===== src/rtl/xp_pkg.sv =====
package xp_pkg;
  localparam int NIB_W = 4;

  typedef enum logic [1:0] {
    OP_READ  = 2'b00,
    OP_WRITE = 2'b01,
    OP_OR    = 2'b10,
    OP_AND   = 2'b11
  } xpOp_e;

  typedef enum logic [1:0] {
    PH_IDLE,
    PH_SETUP,
    PH_STROBE,
    PH_TAIL
  } xpPhase_e;

  typedef struct packed {
    logic load;       // take the presented request
    logic progLow;    // strobe asserted
    logic driveCtrl;  // pins carry control nibble
    logic driveData;  // pins carry write nibble
    logic sample;     // capture pin input at this edge
  } xpStrobe_t;
endpackage


===== src/rtl/xp_ctrl.sv =====
module xp_ctrl
  import xp_pkg::*;
#(
  parameter int SETUP_CYC = 2,
  parameter int HOLD_CYC  = 4,
  parameter int PULSE_CYC = 10,
  parameter int TAIL_CYC  = 2
) (
  input  logic      clk,
  input  logic      rstN,
  input  logic      reqValid,
  input  logic      isRead,
  output logic      busy,
  output xpStrobe_t stb
);
  localparam int MAXC  = (PULSE_CYC > SETUP_CYC) ? PULSE_CYC : SETUP_CYC;
  localparam int CNT_W = $clog2(MAXC + TAIL_CYC + 1);

  xpPhase_e phase;
  logic [CNT_W-1:0] cnt;

  always_ff @(posedge clk) begin
    if (!rstN) begin
      phase <= PH_IDLE;
      cnt   <= '0;
    end else begin
      unique case (phase)
        PH_IDLE: begin
          cnt <= '0;
          if (reqValid) phase <= PH_SETUP;
        end
        PH_SETUP: begin
          if (cnt == CNT_W'(SETUP_CYC - 1)) begin
            phase <= PH_STROBE;
            cnt   <= '0;
          end else cnt <= cnt + 1'b1;
        end
        PH_STROBE: begin
          if (cnt == CNT_W'(PULSE_CYC - 1)) begin
            phase <= PH_TAIL;
            cnt   <= '0;
          end else cnt <= cnt + 1'b1;
        end
        PH_TAIL: begin
          if (cnt == CNT_W'(TAIL_CYC - 1)) begin
            phase <= PH_IDLE;
            cnt   <= '0;
          end else cnt <= cnt + 1'b1;
        end
        default: phase <= PH_IDLE;
      endcase
    end
  end

  logic inHold;
  assign inHold = (phase == PH_STROBE) && (cnt < CNT_W'(HOLD_CYC));

  always_comb begin
    stb.load      = (phase == PH_IDLE) && reqValid;
    stb.progLow   = (phase == PH_STROBE);
    stb.driveCtrl = (phase == PH_SETUP) || inHold;
    stb.driveData = !isRead && (((phase == PH_STROBE) && !inHold) || (phase == PH_TAIL));
    stb.sample    = isRead && (phase == PH_STROBE) && (cnt == CNT_W'(PULSE_CYC - 1));
  end

  assign busy = (phase != PH_IDLE);

  // Independent run-length counter of the strobe-low window
  logic [CNT_W-1:0] lowRun;
  always_ff @(posedge clk) begin
    if (!rstN) lowRun <= '0;
    else       lowRun <= stb.progLow ? lowRun + 1'b1 : '0;
  end

  p_pulse_width_r3: assert property (@(posedge clk) disable iff (!rstN)
    $fell(stb.progLow) |-> lowRun == CNT_W'(PULSE_CYC));
  p_pulse_bound_r3: assert property (@(posedge clk) disable iff (!rstN)
    lowRun <= CNT_W'(PULSE_CYC));
  p_busy_from_req_r8: assert property (@(posedge clk) disable iff (!rstN)
    $rose(busy) |-> $past(reqValid));
  p_drive_exclusive_r5: assert property (@(posedge clk) disable iff (!rstN)
    !(stb.driveCtrl && stb.driveData));
endmodule


===== src/rtl/xp_datapath.sv =====
module xp_datapath
  import xp_pkg::*;
(
  input  logic             clk,
  input  logic             rstN,
  input  xpStrobe_t        stb,
  input  logic [1:0]       reqOp,
  input  logic [1:0]       reqPort,
  input  logic [NIB_W-1:0] reqData,
  input  logic [NIB_W-1:0] nibIn,
  output logic             isRead,
  output logic [NIB_W-1:0] nibOut,
  output logic             nibOe,
  output logic             progN,
  output logic             rdDone,
  output logic [NIB_W-1:0] rdData
);
  xpOp_e            opReg;
  logic [1:0]       portReg;
  logic [NIB_W-1:0] dataReg;

  always_ff @(posedge clk) begin
    if (!rstN) begin
      opReg   <= OP_READ;
      portReg <= '0;
      dataReg <= '0;
    end else if (stb.load) begin
      opReg   <= xpOp_e'(reqOp);
      portReg <= reqPort;
      dataReg <= reqData;
    end
  end

  always_ff @(posedge clk) begin
    if (!rstN) begin
      rdDone <= 1'b0;
      rdData <= '0;
    end else begin
      rdDone <= stb.sample;
      if (stb.sample) rdData <= nibIn;
    end
  end

  assign isRead = (opReg == OP_READ);
  assign nibOe  = stb.driveCtrl | stb.driveData;
  assign nibOut = stb.driveData ? dataReg : {opReg, portReg};
  assign progN  = !stb.progLow;

  p_read_released_r6: assert property (@(posedge clk) disable iff (!rstN)
    stb.sample |-> !nibOe);
  p_done_single_r7: assert property (@(posedge clk) disable iff (!rstN)
    rdDone |=> !rdDone);
  p_done_at_rise_r7: assert property (@(posedge clk) disable iff (!rstN)
    rdDone |-> $rose(progN));
endmodule


===== src/rtl/xp_strobe_top.sv =====
module xp_strobe_top
  import xp_pkg::*;
#(
  parameter int SETUP_CYC = 2,
  parameter int HOLD_CYC  = 4,
  parameter int PULSE_CYC = 10,
  parameter int TAIL_CYC  = 2
) (
  input  logic       clk,
  input  logic       rstN,
  input  logic       reqValid,
  input  logic [1:0] reqOp,
  input  logic [1:0] reqPort,
  input  logic [3:0] reqData,
  input  logic [3:0] nibIn,
  output logic [3:0] nibOut,
  output logic       nibOe,
  output logic       progN,
  output logic       busy,
  output logic       rdDone,
  output logic [3:0] rdData
);
  xpStrobe_t stb;
  logic      isRead;

  xp_ctrl #(
    .SETUP_CYC(SETUP_CYC), .HOLD_CYC(HOLD_CYC),
    .PULSE_CYC(PULSE_CYC), .TAIL_CYC(TAIL_CYC)
  ) uCtrl (
    .clk(clk), .rstN(rstN), .reqValid(reqValid), .isRead(isRead),
    .busy(busy), .stb(stb)
  );

  xp_datapath uDp (
    .clk(clk), .rstN(rstN), .stb(stb), .reqOp(reqOp), .reqPort(reqPort),
    .reqData(reqData), .nibIn(nibIn), .isRead(isRead), .nibOut(nibOut),
    .nibOe(nibOe), .progN(progN), .rdDone(rdDone), .rdData(rdData)
  );

  p_idle_quiet_r1: assert property (@(posedge clk) disable iff (!rstN)
    !busy |-> (progN && !nibOe && !rdDone));
  p_prog_fall_ctrl_r4: assert property (@(posedge clk) disable iff (!rstN)
    $fell(progN) |-> nibOe);
endmodule


===== config.mk =====
export PLATFORM = sky130hd
export DESIGN_NAME = xp_strobe_top
export DESIGN_NICKNAME = d
export VERILOG_FILES = /design/src/rtl/xp_pkg.sv /design/src/rtl/xp_ctrl.sv /design/src/rtl/xp_datapath.sv /design/src/rtl/xp_strobe_top.sv
export SDC_FILE = /design/constraint.sdc
export NUM_CORES = 1
export LEC_CHECK = 0
export ABC_CLOCK_PERIOD_IN_PS = 2000
export CAP_MARGIN = 20
export CORE_UTILIZATION = 46
export DETAILED_ROUTE_END_ITERATION = 8
export PLACE_DENSITY = 0.81
export SKIP_LAST_GASP = 1
export SYNTH_ARGS = -nofsm -noshare
export SYNTH_HDL_FRONTEND = slang
export SYNTH_HIERARCHICAL = 1
export SYNTH_SLANG_ARGS = --single-unit

===== constraint.sdc =====
create_clock -name clk -period 2 [get_ports clk]
set_clock_uncertainty 0.1 [all_clocks]
set_input_delay 0.3 -clock clk [delete_from_list [all_inputs] [get_ports clk]]
set_output_delay 0.3 -clock clk [all_outputs]
set_load 0.1 [all_outputs]

# Yosys cells after proc, flatten, opt, wreduce, memory -nomap -nowiden
# Cells that the tools add are included.
op_classes:
  bitwise_logic: 1
  eq_ne: 9
  multipliers: 0
  n_shift: 0
  n_addsub: 1
  n_mux: 9
  n_div: 0
  magnitude_cmp: 1
  n_reduce_logical: 16
op_table:
  columns: ["operator", "n"]
  rows:
  - ["2-to-1 mux 4 bit", 3]
  - ["case mux 4 bit (3 select lines)", 1]
  - ["2-to-1 mux 2 bit", 4]
  - ["case mux 2 bit (4 select lines)", 1]
  - ["logical AND 1 bit", 6]
  - ["adder 4 x 1 -> 4 bit, second input constant", 1]
  - ["== test 2 bit, second input constant", 2]
  - ["== test 4 x 1 -> 1 bit, second input constant", 1]
  - ["== test 4 bit, second input constant", 1]
  - ["zero test 2 bit", 2]
  - ["< comparator 4 x 3 -> 1 bit, second input constant", 1]
  - ["inequality test 2 x 1 -> 1 bit, second input constant", 2]
  - ["inequality test 2 bit, second input constant", 2]
  - ["AND reduction 4 bit", 1]
  - ["zero test 1 bit", 3]
  - ["== test 2 x 1 -> 1 bit, second input constant", 1]
  - ["logical OR 1 bit", 2]
  - ["nonzero test 2 bit", 1]
  - ["OR reduction 2 bit", 1]
  - ["OR 1 bit", 1]
word_totals:
  ff_bits: 19
  n_memories: 0
  latchBits: 0
  in_bits: 15
  mem_bits_ro: 0
  output_inout_bits: 12
  ramBits: 0
  wordCells: 44

# Logic depth before layout (Yosys ltp)
# Gate-level depths: netlist of run 1.
depth:
  depth_word: 7
  depth_mapped: 7
  mapped_depth_nobuf: 6

# Hierarchy
# Netlist of run 1, hierarchy kept.
by_module_without_submodules:
  columns: ["mod", "cells_each", "seq_area_each_um2", "instances", "area_each_um2"]
  rows:
  - ["xp_datapath", 48, 260.2, 1, 544.3]
  - ["xp_ctrl", 49, 120.1, 1, 414.1]

# Worst setup path after synthesis of run 1
# No wires, ideal clock.
synth_timing:
  path_type: "register to output"
  startpoint: "reg uCtrl.phase[0]"
  endpoint: "out nibOut[0]"
  path_buffers: 0
  stages_incl_launch_ff: 6
  t_arrival_ns: 1.837
  t_required_ns: 1.600
  setup_slack_ns: -0.237
  cell_sequence: "dfxtp_1 -> inv_1 -> ha_1 -> o21ai_0 -> a21oi_1 -> mux2_1"
synth_lines:
  columns: ["element", "line_no", "source"]
  rows:
  - ["from (decl)", "xp_ctrl.sv:19", "xpPhase_e phase;"]
  - ["from (signal assigned)", "xp_ctrl.sv:24", "phase <= PH_IDLE;"]
  - ["from (signal assigned)", "xp_ctrl.sv:30", "if (reqValid) phase <= PH_SETUP;"]
  - ["from (signal assigned)", "xp_ctrl.sv:34", "phase <= PH_STROBE;"]
  - ["to (decl)", "xp_strobe_top.sv:16", "output logic [3:0] nibOut,"]

==> results.sh, run 1 <==
export IMPL_cts_tree="done"
export IMPL_vias=767
export IMPL_dp_hpwl_um=1620
export IMPL_grt_pass1_wl_um=3110
export IMPL_synth_top_area_share_pct=39.7
export IMPL_maxCapViolations=0
export IMPL_dp_slack_ns=0.0608
export IMPL_core_um2=1960
export IMPL_grt_setup_unrepaired="yes"
export IMPL_yosys_area_top_type="dfxtp_1"
export IMPL_viasPerCell=4.89
export IMPL_yosys_warnings=6
export IMPL_clk_pin_slew_ns=0.10
export IMPL_drc=0
export IMPL_cp_data_required_time_ns=1.60
export IMPL_finalSetupTns_ns=-0.563
export IMPL_io_buffers=26
export IMPL_timing_fmax_ghz=0.469
export IMPL_finalNetCount=153
export IMPL_grt_pass1_vias=718
export IMPL_setup_viol_count_final=5
export IMPL_hold_viol=0
export IMPL_final_antenna_net_count=0
export IMPL_synth_async_reset_ratio_pct=0
export IMPL_postLayoutCellArea_um2=1420
export IMPL_maxSlewHeadroom_pct=81.1
export IMPL_drt_iter0_markers=8
export IMPL_vdd_drop_max_v=0.00115
export IMPL_first_pass_iters=4
export IMPL_postPlaceCellArea_um2=1320
export IMPL_htree_levels=1
export IMPL_critPathCaptureType="primary output"
export IMPL_netlist_top_cells_count="dfxtp_1, mux2i_1, nor2b_1, nor2_1"
export IMPL_yosysSeqAreaShare_pct=39.7
export IMPL_violations="setup timing"
export IMPL_power_density_nw_per_um2=1310
export IMPL_hold_class="reg -> reg"
export IMPL_synth_most_common_cell="dfxtp_1"
export IMPL_gp_congestion=0.756
export IMPL_clock_path_buffers=2
export IMPL_netlist_area_um2=958
export IMPL_synth_edf_count=0
export IMPL_syn_avg_cell_area_um2=9.88
export IMPL_worst_pin_slew_ns=0.286
export IMPL_holdBufCountCts=0
export IMPL_area_growth_pct=48.2
export IMPL_yosys_top_cells_area="dfxtp_1, mux2i_1, ha_1"
export IMPL_worstPathArrival_ns=1.73
export IMPL_cts_root_buffer="clkbuf_4"
export IMPL_drive_gt1_share_pct=29.2
export IMPL_grt_ovfl_total=0
export IMPL_grt_start_max_net_pins=14
export IMPL_cts_buffers=3
export IMPL_n_antenna_cell=0
export IMPL_status="finished, violations left"
export IMPL_setup_ws_ns=-0.130
export IMPL_synth_seq_cells=19
export IMPL_routedWlPerCell_um=13.6
export IMPL_synth_cells=97
export IMPL_synth_distinct_cells=24
export IMPL_grt_antenna_before_repair=0
export IMPL_rows=16
export IMPL_slew_viol_final=0
export IMPL_post_route_util_pct=72.4
export IMPL_insertion_delay_ns=0.30
export IMPL_critPathMaxFanout=5
export IMPL_dieHeight_um=47.6
export IMPL_synth_fp_nets=119
export IMPL_power_leakage_uw=0.000585
export IMPL_start_kind="flop"
export IMPL_period_minus_slack_ns=2.13
export IMPL_die_w_um=47.6
export IMPL_period_share_pct=107
export IMPL_crit_type="reg -> out"
export IMPL_start_util_pct=48.9
export IMPL_routed_wl_um=2130
export IMPL_io_pins=27
export IMPL_finalPower_uw=1860
export IMPL_clock_sinks=19
export IMPL_grt_usage_pct=20.5
export IMPL_fp_dieArea_um2=2270
export IMPL_synthFlopType="dfxtp_1"
metrics by stage:
stage | instances | hold WS, ns
floorplan | 97 | 0.328
global placement | 151 | 0.344
detailed placement | 151 | 0.371
CTS | 156 | 0.393
global route | 157 | 0.436
finish | 157 | 0.392
worst max-delay path, stage by stage (launching register included):
cell and delay, ns:
dfxtp_4 0.39, inv_4 0.06, ha_4 0.12, o21ai_2 0.05, a21oi_2 0.17, buf_6 0.15, mux2_4 0.32, buf_12 0.17
worst paths after layout:
path	startpoint	endpoint	slack, ns	depth (start not counted)
hold reg to reg	uCtrl/cnt[0]	uCtrl/cnt[0]	0.39	1
setup / recovery	uCtrl/phase[0]	nibOut[2]	-0.13	7
hold / removal	uCtrl/cnt[0]	uCtrl/cnt[0]	0.39	1
setup reg to reg	uCtrl/phase[0]	uCtrl/phase[1]	0.26	8
power breakdown:
part           internal [uW]  leakage, uW  switching [uW]  total, uW
clock                   74.7    0.0000177             119        194
sequential               443     0.000156            59.8        502
combinational            475     0.000411             692       1170
total                    992     0.000585             871       1860
cells in the final DEF, fill, tap and decap left out, types with 4 or more instances in the layout:
| cell | Yosys | routed |
|---|---|---|
| buf_12 | 0 | 7 |
| dfxtp_1 | 19 | 17 |
| mux2_4 | 0 | 4 |
| ha_1 | 7 | 5 |
| mux2i_1 | 14 | 14 |
| nor2_1 | 9 | 9 |
| buf_4 | 1 | 10 |
| inv_1 | 7 | 6 |
| nor2b_1 | 13 | 13 |
| clkdlybuf4s50_1 | 0 | 14 |
state kept, by name, indices dropped and copies added (netlist names):
register	count
uDp/dataReg	4
uCtrl/cnt	4
uCtrl/phase	2
uDp/opReg	2
uDp/portReg	2
uDp/rdData	4
uDp/rdDone	1
final cells by class:
| class | count | area (um2) |
|---|---|---|
| Inverter | 7 | 28.8 |
| Multi-Input combinational cell | 68 | 576 |
| Clock buffer | 3 | 22.5 |
| Sequential cell | 19 | 388 |
| Timing Repair Buffer | 32 | 367 |
| Clock inverter | 1 | 5.00 |
| Tap cell | 27 | 33.8 |
| Fill cell | 163 | 542 |
cells by family after synthesis:
group                    share of synthesized area, %
AND/OR/NAND/NOR                                  20.5
flip-flops                                       39.7
multiplexers                                     19.3
buffers and inverters                            5.22
AO/OA/AOI/OAI                                    4.31
adder cells (fa/ha/maj)                          9.14
XOR/XNOR                                         1.83
routing by layer:
metal	track usage (%)	up-vias	wire, um
li1	-	388	-
met1	21.4	353	832
met2	38.6	23	1180
met3	5.28	3	97
met4	8.33	0	21
met5	0	-	0
timing repair:
| action | CTS | global route |
|---|---|---|
| resized for setup | 12 | 6 |
| endpoints found under the setup margin | 5 | 5 |
| setup buffers | 1 | 1 |
| pin swaps | 2 | 1 |
(Power assumes the default switching activity.)
==> inputs of run 2 (changes only) <==
--- a/config.mk
+++ b/config.mk
@@ -10,6 +10,7 @@
 export CORE_UTILIZATION = 46
 export DETAILED_ROUTE_END_ITERATION = 8
 export PLACE_DENSITY = 0.81
+export REMOVE_ABC_BUFFERS = 1
 export SKIP_LAST_GASP = 1
 export SYNTH_ARGS = -nofsm -noshare
 export SYNTH_HDL_FRONTEND = slang
==> results.sh, run 2 (same netlist as run 1, synthesis figures left out) <==
export IMPL_crit_family="buffers and inverters"
export IMPL_gp_congestion=0.734
export IMPL_crit_type="reg -> out"
export IMPL_max_stage_delay_ns=0.39
export IMPL_period_minus_slack_ns=2.11
export IMPL_postPlaceCellArea_um2=1310
export IMPL_final_antenna_net_count=0
export IMPL_critPathCaptureType="primary output"
export IMPL_routed_wl_um=2080
export IMPL_status="finished, violations left"
export IMPL_reg_top3="uCtrl/cnt (4), uDp/dataReg (4), uDp/rdData (4)"
export IMPL_drc=0
export IMPL_violations="setup timing"
export IMPL_routedWlPerCell_um=13.3
export IMPL_timing_fmax_ghz=0.474
export IMPL_hold_viol=0
export IMPL_power_density_nw_per_um2=1340
export IMPL_core_um2=1960
export IMPL_crit_chain="inv_4 -> ha_4 -> o21ai_2 -> a21oi_1 -> buf_4 -> mux2_4 -> buf_12"
export IMPL_finalSetupTns_ns=-0.475
export IMPL_fp_dieArea_um2=2270
export IMPL_postLayoutCellArea_um2=1410
export IMPL_period_share_pct=105
export IMPL_crit_slowest_cell="dfxtp_4"
export IMPL_viasPerCell=4.97
export IMPL_htree_levels=1
export IMPL_setup_ws_ns=-0.108
export IMPL_drt_iter0_markers=16
export IMPL_setup_viol_count_final=5
export IMPL_vias=775
export IMPL_wl_met2_um=1020
export IMPL_clock_path_buffers=2
export IMPL_n_fill_cell=152
export IMPL_grt_setup_unrepaired="yes"
export IMPL_finalNetCount=152
export IMPL_dp_hpwl_um=1460
export IMPL_area_growth_pct=46.6
export IMPL_critPathMaxFanout=5
export IMPL_rrSetupSlack_ns=0.24
export IMPL_power_leakage_uw=0.000580
export IMPL_cts_buffers=3
export IMPL_worst_path_buf_inv=3
export IMPL_final_cell_mix="dfxtp_1, clkdlybuf4s50_1, mux2i_1, nor2b_1, buf_4"
export IMPL_grt_antenna_before_repair=0
export IMPL_grt_pass1_wl_um=3120
export IMPL_first_pass_iters=4
export IMPL_insertion_delay_ns=0.29
export IMPL_met1_length_um=931
export IMPL_rows=16
export IMPL_grt_usage_pct=20.2
export IMPL_io_buffers=26
export IMPL_grt_start_max_net_pins=19
export IMPL_stdcell_count=156
export IMPL_cts_root_buffer="clkbuf_4"
export IMPL_top_layer="met4"
export IMPL_dieHeight_um=47.6
export IMPL_n_antenna_cell=0
export IMPL_dp_cells=150
export IMPL_io_pins=27
export IMPL_grt_ovfl_total=0
export IMPL_cts_tree="done"
export IMPL_worst_pin_slew_ns=0.505
export IMPL_maxCapViolations=0
export IMPL_post_route_util_pct=71.6
export IMPL_clock_sinks=19
export IMPL_hold_class="reg -> reg"
export IMPL_holdWs_ns=0.379
export IMPL_clk_pin_slew_ns=0.11
export IMPL_wl_met3_um=80
export IMPL_slew_viol_final=0
export IMPL_cp_data_required_time_ns=1.60
export IMPL_die_w_um=47.6
export IMPL_final_common_cell="dfxtp_1"
export IMPL_vdd_drop_max_v=0.00138
export IMPL_start_kind="flop"
export IMPL_grt_pass1_vias=721
export IMPL_maxSlewHeadroom_pct=66.2
export IMPL_start_util_pct=48.9
export IMPL_worstPathArrival_ns=1.71
export IMPL_drive_gt1_share_pct=27.9
## run 2: final cells by class
cell class              count  area [um2]  area share, %
multi-input cells          68         572           40.7
clock inverters             1        5.00          0.356
flip-flops and latches     19         388           27.6
clock buffers               3        22.5           1.60
inverters                   7        28.8           2.05
repair buffers             31         355           25.3
well taps                  27        33.8           2.40
## run 2: routing by layer
| metal | vias up | global-route usage (%) |
|---|---|---|
| met3 | 6 | 5.28 |
| li1 | 382 | - |
| met4 | 0 | 11.7 |
| met2 | 20 | 31.2 |
| met1 | 367 | 25.5 |
| met5 | - | 0 |
## run 2: worst paths after layout
| kind | cells after the start | end | start |
|---|---|---|---|
| worst max-delay path | 7 | nibOut[2] | uCtrl/phase[0] |
| worst min-delay path | 1 | uCtrl/cnt[0] | uCtrl/cnt[0] |
| worst max register to register | 6 | uCtrl/phase[1] | uCtrl/phase[0] |
| worst min register to register | 1 | uCtrl/cnt[0] | uCtrl/cnt[0] |
## run 2: timing repair
item | 4_1_cts | 5_1_grt
gates resized for setup | 19 | 1
setup endpoints to repair | 5 | 5
pin swaps | 2 | 0
hold buffers | 0 | 0
setup buffers | 2 | 0
## run 2: power breakdown
part	leakage (uW)	internal [uW]	switching [uW]
clock	0.0000177	74.4	121
sequential	0.000156	443	58.7
combinational	0.000406	477	708
total	0.000580	993	888
## run 2: through the flow
step                      setup WS (ns)  total power [uW]
after floorplan                  -0.237              1210
after global placement            0.112              1560
after detailed placement         0.0696              1590
after CTS                       -0.0965              1860
after global routing             -0.179              1970
final                            -0.108              1880
==> inputs of run 3 (changes only) <==
==> constraint.sdc (replaced) <==
create_clock -name clk -period 2 [get_ports clk]
set_clock_uncertainty 0.1 [all_clocks]
set_input_delay 0.5 -clock clk [delete_from_list [all_inputs] [get_ports clk]]
set_output_delay 0.5 -clock clk [all_outputs]
set_load 0.1 [all_outputs]
==> results.sh, run 3 (same netlist as run 1, synthesis figures left out) <==
export IMPL_status="finished, violations left"
export IMPL_violations="DRC, setup timing"
export IMPL_routedWlPerCell_um=14.5
export IMPL_dp_hpwl_um=1740
export IMPL_finalSetupTns_ns=-1.40
export IMPL_grt_antenna_before_repair=0
export IMPL_htree_levels=1
export IMPL_area_growth_pct=59.4
export IMPL_worstPathArrival_ns=1.71
export IMPL_gp_congestion=0.821
export IMPL_maxCapViolations=0
export IMPL_period_share_pct=115
export IMPL_fp_dieArea_um2=2270
export IMPL_cts_buffers=3
export IMPL_worst_pin_slew_ns=0.301
export IMPL_cts_tree="done"
export IMPL_critPathMaxFanout=5
export IMPL_clock_sinks=19
export IMPL_cp_data_required_time_ns=1.40
export IMPL_timing_fmax_ghz=0.434
export IMPL_grt_ovfl_total=0
export IMPL_io_buffers=26
export IMPL_crit_family="buffers and inverters"
export IMPL_grt_setup_unrepaired="yes"
export IMPL_stdcell_count=160
export IMPL_grt_pass1_vias=769
export IMPL_critPathCaptureType="primary output"
export IMPL_vdd_drop_max_v=0.00147
export IMPL_grt_pass1_wl_um=3460
export IMPL_start_kind="flop"
export IMPL_final_antenna_net_count=0
export IMPL_power_density_nw_per_um2=1280
export IMPL_worst_path_buf_inv=3
export IMPL_cts_root_buffer="clkbuf_4"
export IMPL_insertion_delay_ns=0.29
export IMPL_clk_pin_slew_ns=0.11
export IMPL_power_leakage_uw=0.000616
export IMPL_crit_type="reg -> out"
export IMPL_routed_wl_um=2320
export IMPL_grt_usage_pct=22.7
export IMPL_hold_viol=0
export IMPL_dieHeight_um=47.6
export IMPL_first_pass_iters=6
export IMPL_grt_start_max_net_pins=12
export IMPL_crit_slowest_cell="dfxtp_4"
export IMPL_drc=1
export IMPL_reg_top3="uCtrl/cnt (4), uDp/dataReg (4), uDp/rdData (4)"
export IMPL_rrSetupSlack_ns=0.29
export IMPL_io_pins=27
export IMPL_drt_iter0_markers=7
export IMPL_drive_gt1_share_pct=33.1
export IMPL_maxSlewHeadroom_pct=79.9
export IMPL_hold_class="reg -> reg"
export IMPL_start_util_pct=48.9
export IMPL_clock_path_buffers=2
export IMPL_viasPerCell=4.85
export IMPL_crit_chain="inv_4 -> ha_4 -> o21ai_2 -> a21oi_1 -> buf_4 -> mux2_4 -> buf_12"
export IMPL_n_fill_cell=133
export IMPL_dp_slack_ns=-0.0889
export IMPL_holdWs_ns=0.435
export IMPL_die_w_um=47.6
export IMPL_finalPower_uw=1960
export IMPL_finalNetCount=156
export IMPL_final_common_cell="dfxtp_1"
export IMPL_holdBufCountCts=0
export IMPL_max_stage_delay_ns=0.38
export IMPL_n_antenna_cell=0
export IMPL_vias=776
export IMPL_period_minus_slack_ns=2.31
export IMPL_dp_cells=156
export IMPL_rows=16
export IMPL_setup_ws_ns=-0.305
export IMPL_setup_viol_count_final=5
export IMPL_core_um2=1960
export IMPL_slew_viol_final=0
export IMPL_final_cell_mix="dfxtp_1, clkdlybuf4s50_1, mux2i_1, buf_12, nor2b_1"
-- run 3: cell types whose count changed in the layout (fill, tap and decap cells not counted) --
cell,delta
inv_2,+2
or2_4,+1
or2_2,-1
buf_4,-2
ha_4,+1
inv_1,-2
ha_1,-2
ha_2,+1
buf_12,+6
-- run 3: area by class of cell --
type	count	area (um2)	share of cell area, %
multi-input cells	68	589	38.6
repair buffers	35	460	30.1
flip-flops and latches	19	388	25.4
well taps	27	33.8	2.21
inverters	7	28.8	1.88
clock buffers	3	22.5	1.47
clock inverters	1	5.00	0.328
-- run 3: per-stage QoR --
step,cell area (um2),utilization [%]
2_1_floorplan,935,-
3_3_place_gp,1430,72.8
3_5_place_dp,1430,72.8
4_1_cts,1530,77.7
5_1_grt,1530,77.9
6_report,1530,77.9
-- run 3: worst reg2reg max path, cell delays in order (launching register included) --
cell     delay [ns]
dfxtp_4        0.40
buf_4          0.12
inv_2          0.05
ha_4           0.16
nor2_1         0.21
a21oi_1        0.13
nor3_2         0.27
mux2i_1        0.21
-- run 3: worst paths after layout --
path | endpoint | startpoint | cells past startpoint
setup / recovery | nibOut[0] | uCtrl/phase[0] | 7
hold / removal | uDp/dataReg[0] | uDp/dataReg[0] | 2
setup reg to reg | uCtrl/phase[1] | uCtrl/phase[1] | 7
hold reg to reg | uDp/dataReg[0] | uDp/dataReg[0] | 2
-- run 3: timing repair --
action	CTS	global route
resized for setup	24	2
pin swaps	3	0
endpoints found under the setup margin	6	6
setup buffers	1	0
cloned	0	0
-- run 3: per-layer routing --
layer / track usage [%] / routed length, um / vias to the layer above
met3: 4.53 / 56 / 2
met1: 23.7 / 917 / 366
met2: 44.7 / 1330 / 16
met4: 7.78 / 14 / 0
met5: 0 / 0 / -
li1: - / - / 392
-- run 3: report_power, final --
group	internal [uW]	leakage [uW]	switching, uW
clock network	74.4	0.0000177	122
registers	443	0.000156	58.4
logic	531	0.000442	732
